[config.mk]
export PLATFORM = sky130hd
export DESIGN_NAME = ser_store_reg
export DESIGN_NICKNAME = d
export VERILOG_FILES = /design/src/rtl/ser_store_pkg.sv /design/src/rtl/level_sync.sv /design/src/rtl/edge_sync.sv /design/src/rtl/shift_chain.sv /design/src/rtl/store_bank.sv /design/src/rtl/ser_store_reg.sv
export SDC_FILE = /design/constraint.sdc
export NUM_CORES = 1
export LEC_CHECK = 0
export CORE_MARGIN = 4
export CORE_UTILIZATION = 49
export DETAILED_ROUTE_END_ITERATION = 10
export PLACE_DENSITY = 0.89
export SYNTH_ARGS = -nofsm -noshare
export SYNTH_HDL_FRONTEND = slang
export SYNTH_SLANG_ARGS = --single-unit
[constraint.sdc]
create_clock -name clk -period 1.7 [get_ports clk]
set_input_delay 0.17 -clock clk [delete_from_list [all_inputs] [get_ports clk]]
set_output_delay 0.17 -clock clk [all_outputs]
set_load 0.05 [all_outputs]
[src/rtl/ser_store_pkg.sv]
`timescale 1ns/1ps
package ser_store_pkg;
  // Edge events of a synchronised slow clock
  typedef struct packed {
    logic rise;
    logic fall;
  } slow_evt_t;

  localparam int unsigned DEF_SYNC_DEPTH = 2;
endpackage

[src/rtl/level_sync.sv]
`timescale 1ns/1ps
// Plain multi-flop synchroniser / delay line for a level signal
module level_sync #(
  parameter int unsigned DEPTH = 2
) (
  input  logic clk,
  input  logic rst,
  input  logic d_in,
  output logic q_out
);
  logic [DEPTH-1:0] pipe;

  generate
    if (DEPTH == 1) begin : g_one
      always_ff @(posedge clk) begin
        if (rst) pipe <= '0;
        else     pipe <= d_in;
      end
    end else begin : g_many
      always_ff @(posedge clk) begin
        if (rst) pipe <= '0;
        else     pipe <= {pipe[DEPTH-2:0], d_in};
      end
    end
  endgenerate

  assign q_out = pipe[DEPTH-1];
endmodule

[src/rtl/edge_sync.sv]
`timescale 1ns/1ps
// Synchroniser with one extra history flop to detect both edges
module edge_sync
  import ser_store_pkg::*;
#(
  parameter int unsigned DEPTH = DEF_SYNC_DEPTH
) (
  input  logic      clk,
  input  logic      rst,
  input  logic      a_in,
  output slow_evt_t evt
);
  logic [DEPTH:0] pipe;
  logic           cur;
  logic           prev;

  always_ff @(posedge clk) begin
    if (rst) pipe <= '0;
    else     pipe <= {pipe[DEPTH-1:0], a_in};
  end

  assign cur      = pipe[DEPTH-1];
  assign prev     = pipe[DEPTH];
  assign evt.rise = cur & ~prev;
  assign evt.fall = ~cur & prev;
endmodule

[src/rtl/shift_chain.sv]
`timescale 1ns/1ps
// Serial-in shift stages; q_next exposes the post-shift value
module shift_chain #(
  parameter int unsigned WIDTH = 8
) (
  input  logic             clk,
  input  logic             rst,
  input  logic             shift_en,
  input  logic             din,
  output logic [WIDTH-1:0] q,
  output logic [WIDTH-1:0] q_next
);
  generate
    for (genvar n = 0; n < WIDTH; n++) begin : g_stage
      if (n == 0) begin : g_head
        assign q_next[n] = shift_en ? din : q[n];
      end else begin : g_body
        assign q_next[n] = shift_en ? q[n-1] : q[n];
      end
    end
  endgenerate

  always_ff @(posedge clk) begin
    if (rst) q <= '0;
    else     q <= q_next;
  end
endmodule

[src/rtl/store_bank.sv]
`timescale 1ns/1ps
// Storage register (transparent while strobe high) and drive enables
module store_bank #(
  parameter int unsigned WIDTH = 8
) (
  input  logic             clk,
  input  logic             rst,
  input  logic             str_lvl,
  input  logic [WIDTH-1:0] load_val,
  input  logic             oe,
  output logic [WIDTH-1:0] word,
  output logic [WIDTH-1:0] drv
);
  always_ff @(posedge clk) begin
    if (rst) begin
      word <= '0;
      drv  <= '0;
    end else begin
      if (str_lvl) word <= load_val;
      drv <= {WIDTH{oe}};
    end
  end
endmodule

[src/rtl/ser_store_reg.sv]
`timescale 1ns/1ps
module ser_store_reg
  import ser_store_pkg::*;
#(
  parameter int unsigned WIDTH      = 8,
  parameter int unsigned SYNC_DEPTH = DEF_SYNC_DEPTH
) (
  input  logic             clk,
  input  logic             rst,
  input  logic             ser_in,
  input  logic             sclk_in,
  input  logic             strobe_in,
  input  logic             oe_in,
  output logic [WIDTH-1:0] par_out,
  output logic [WIDTH-1:0] par_drv,
  output logic             casc_rise,
  output logic             casc_fall
);
  localparam int unsigned LAST = WIDTH - 1;

  slow_evt_t        sclk_evt;
  logic             shift_evt;
  logic             str_lvl;
  logic             din_al;
  logic [WIDTH-1:0] shift_q;
  logic [WIDTH-1:0] shift_nx;

  edge_sync #(.DEPTH(SYNC_DEPTH)) u_sclk_sync (
    .clk (clk), .rst (rst), .a_in (sclk_in), .evt (sclk_evt)
  );

  // Strobe uses the same depth so its level lines up with shift events
  level_sync #(.DEPTH(SYNC_DEPTH)) u_str_sync (
    .clk (clk), .rst (rst), .d_in (strobe_in), .q_out (str_lvl)
  );

  // Data delayed to match the shift-clock synchroniser
  level_sync #(.DEPTH(SYNC_DEPTH)) u_din_align (
    .clk (clk), .rst (rst), .d_in (ser_in), .q_out (din_al)
  );

  assign shift_evt = sclk_evt.rise;

  shift_chain #(.WIDTH(WIDTH)) u_chain (
    .clk      (clk),
    .rst      (rst),
    .shift_en (shift_evt),
    .din      (din_al),
    .q        (shift_q),
    .q_next   (shift_nx)
  );

  store_bank #(.WIDTH(WIDTH)) u_store (
    .clk      (clk),
    .rst      (rst),
    .str_lvl  (str_lvl),
    .load_val (shift_nx),
    .oe       (oe_in),
    .word     (par_out),
    .drv      (par_drv)
  );

  always_ff @(posedge clk) begin
    if (rst) begin
      casc_rise <= 1'b0;
      casc_fall <= 1'b0;
    end else begin
      if (shift_evt)     casc_rise <= shift_nx[LAST];
      if (sclk_evt.fall) casc_fall <= shift_q[LAST];
    end
  end
endmodule

* Yosys cells after proc, flatten, opt, wreduce, memory -nomap -nowiden
Cells that the tools add are included.
** Word-level totals
- Word-level logic and storage cells :: 20
- Flip-flop bits (word level) :: 26
** Cells by class
- Mux-type cells :: 8
- Bitwise gates (word level) :: 4
** Operators by type and width (count)
- $mux 1 :: 8
- $and 1x1->1 :: 2
- $not 1->1 :: 2

* Longest topological paths before layout
Gate-level depths: netlist (run 1).
- Depth after elaboration :: 3
- Mapped depth :: 4

* Cells and area by module
From an unflattened synthesis (run 1), not the netlist that was laid out.
** Unflattened totals
- Cell total of the unflattened synthesis :: 82
- Area total of the unflattened synthesis :: 970.9 um^2
** Modules (own cells, without submodules)
- store_bank :: seq. area each 180.2 um^2, times used 1, cells each 35, area an instance 365.4 um^2
- shift_chain :: seq. area each 160.2 um^2, times used 1, cells each 25, area an instance 341.6 um^2
- level_sync :: seq. area each 40.0 um^2, times used 2, cells each 4, area an instance 52.6 um^2
- edge_sync :: seq. area each 60.1 um^2, times used 1, cells each 8, area an instance 91.3 um^2
- ser_store_reg :: seq. area each 40.0 um^2, times used 1, cells each 6, area an instance 67.6 um^2

* Worst setup path before layout (run 1)
Ideal clock, no wire load.
- Path kind :: reg2out
- From :: reg, netlist name u_store.drv[0]
- To :: out par_drv[1]
- Data arrival time :: 1013 ps
- Cell stages (with the launch flop) :: 2
- Required time :: 1530 ps
- Path buffers :: 1
- Slack :: 517 ps
- Cells stage by stage :: dfxtp_1 buf_4
** RTL lines
- end, declared :: line ser_store_reg.sv:15 : output logic [WIDTH-1:0] par_drv,
No word-level cell between the ends.

* Final worst setup path (run 1)
- From :: reg casc_rise
- To :: out casc_rise
** RTL lines
- start, declared :: line ser_store_reg.sv:16 : output logic casc_rise,
- start signal, assigned :: line ser_store_reg.sv:68 : if (shift_evt) casc_rise <= shift_nx[LAST];
No word-level cell between the ends.

==> results.toml, run 1 <==
[critical_path]
crit_type = "reg2out"
start_kind = "flop"
crit_family = "buffers and inverters"
worst_ep_arrival_time_ps = 1460
crit_required_ps = 1530
critPathMaxStageDelay_ps = 800
rrSetupSlack_ps = 480
crit_slowest_cell = "clkdlybuf4s50_1"
cp_num_buf_inv = 1
critical_path.endpoint_type = "primary output"
rr_startpoint = "u_sclk_sync.pipe[1]"
startpoint = "casc_rise"
cp_max_fo = 2
path_cells = "clkdlybuf4s50_1"

[outcome]
status = "complete, no violations"

[timing]
period_needed_ps = 1630
hold_violations = 0
rsz0062_at_grt = "no"
clock.fmax_ghz = 0.612
worstMarginPinSlew_ps = 511
fin_crit_sh_pct = 96.0
slew_headroom_pct = 65.9
holdWs_ps = 402
setup_tns_ps = 0
skew_ps = 3.63
drv_slew = 0
setup_viol = 0

[floorplanning]
rows = 15
core_region_area_sq_um = 1750
pin_count = 24
initial_core_util_pct = 52.3
die_width_microns = 51.1
die_y_microns = 51.1
die_area_sq_um = 2620

[synth]
seq_area_frac_synth_pct = 57.1
syn_inst = 84
avgSynthCellArea_sq_um = 10.9
ys.warnings.count = 0
synth_nets = 90
ys_types = 13
synth.cell_area_sq_um = 912
synth_seq_cells = 26

[grt]
grt_max_degree = 27
track_usage_pct = 12.5
antenna_found_initial = 0
grt_pass1_wl_microns = 2340
overflow = 0
grt_pass1_vias = 557

[clock_network]
cts_hold_buffers = 0
ctsResizeCount = 0
cts.path.max_buffers = 2
post_cts_buffers = 0
htreeDepth = 1
cts_tree = "yes"
cts_made_buffers = 3
clkLatencyLatePin_ps = 310
cts_root_buf = "clkbuf_4"
clk_pin_slew_ps = 120
clock_sinks = 26

[placed_design]
dp_hpwl_microns = 1030
place_congestion = 0.713
port_buffers = 23
placedCellCount = 121

[cells_and_area]
drive_gt1_share_pct = 15.2
layout-area-overhead-vs-synth_pct = 20.6
n_antenna_cell = 0
fin_nets = 107
fillers = 144
stdcell_count = 124

[route]
via_count = 574
drt_iter0_drc = 2
routed_wl_microns = 1390
drt_pass1_iterations = 4
drc = 0
wl_per_cell_microns = 11.2
postRouteAntennaNets = 0
routed_via_density = 4.63

[power_and_ir_drop]
p_per_area_nw_per_um2 = 938
ir_drop_uv = 442
total_leakage_power_nw = 0.440

[hold_path]
hp-start = "strobe_in"
hp-class = "in2reg"

[job]
drv_cap = 0
==> power breakdown <==
part / leakage, nW / total (mW) / switching (mW) / internal [mW]
logic: 0.214 / 0.150 / 0.0955 / 0.0542
clock network: 0.0138 / 0.241 / 0.159 / 0.0828
registers: 0.212 / 0.640 / 0.0130 / 0.627
==> cell type report <==
type	instances	area [sq um]	area share, %
sequential	26	520	47.3
timing repair buffer	24	223	20.3
clock buffer	3	22.5	2.05
tap	25	31.3	2.84
multi-input combinational	46	303	27.5
==> synth_stat cells <==
cell type,number,area [sq um]
nor2b_2,1,8.76
buf_1,1,3.75
nor2b_4,1,13.8
buf_4,7,52.6
a211oi_1,8,60.1
nor2_1,18,67.6
nor2b_1,7,43.8
and2b_2,1,8.76
buf_12,1,20.0
clkbuf_1,2,7.51
mux2i_1,10,100
dfxtp_1,26,521
buf_2,1,5.00
==> flip-flops by register name (all words and copies together) (netlist names) <==
name / flops
u_din_align.pipe: 2
u_sclk_sync.pipe: 3
u_store.word: 8
u_str_sync.pipe: 2
u_chain.q: 8
u_store.drv: 1
casc_fall: 1
casc_rise: 1
==> cell usage in the layout, fill, tap and decap left out <==
cell type / instances
a211oi_1: 8
and2b_2: 1
buf_4: 9
clkbuf_4: 3
clkdlybuf4s50_1: 13
dfxtp_1: 26
dlymetal6s2s_1: 2
mux2i_1: 10
nor2_1: 18
nor2b_1: 7
nor2b_2: 1
nor2b_4: 1
==> through the flow <==
step                      worst slack (ps)  total power, mW  area [sq um]  util [%]
after floorplan                        517            0.769           912         -
after global placement                 421            0.803          1070      61.4
after detailed placement               413            0.806          1070      61.4
after CTS                             43.7             1.05          1090      62.7
after global routing                  5.05             1.07          1100      63.0
final                                 67.3             1.03          1100      63.0
==> cells by family (layout without fill, tap and decap cells) <==
| logic type | Yosys count | count (layout) | share of synthesized area [%] |
|---|---|---|---|
| DFF | 26 | 26 | 57.1 |
| muxes | 10 | 10 | 11.0 |
| buffers and inverters | 12 | 27 | 9.74 |
| and+or+nand+nor | 28 | 28 | 15.6 |
| AOI/OAI and AO/OA | 8 | 8 | 6.58 |
==> layer usage <==
metal	vias up	GRT usage, %	routed length, microns
met1	251	13.6	584
li1	298	-	-
met3	4	2.62	105
met4	0	10.8	47
met2	21	20.4	650
met5	-	0	0
==> path summary, 6_finish.rpt <==
path                         endpoint  cells after the start
setup reg to reg      u_store.word[1]                      3
setup / recovery            casc_rise                      1
hold / removal     u_str_sync.pipe[0]                      2
hold reg to reg   u_din_align.pipe[1]                      1
No activity file was read; power rests on OpenSTA's default activity.
==> run 2, diff against run 1 <==
- CAP_MARGIN: not set -> 15
==> results of run 2 <==
The final DEF is identical to that of run 1; final timing and power are the same.
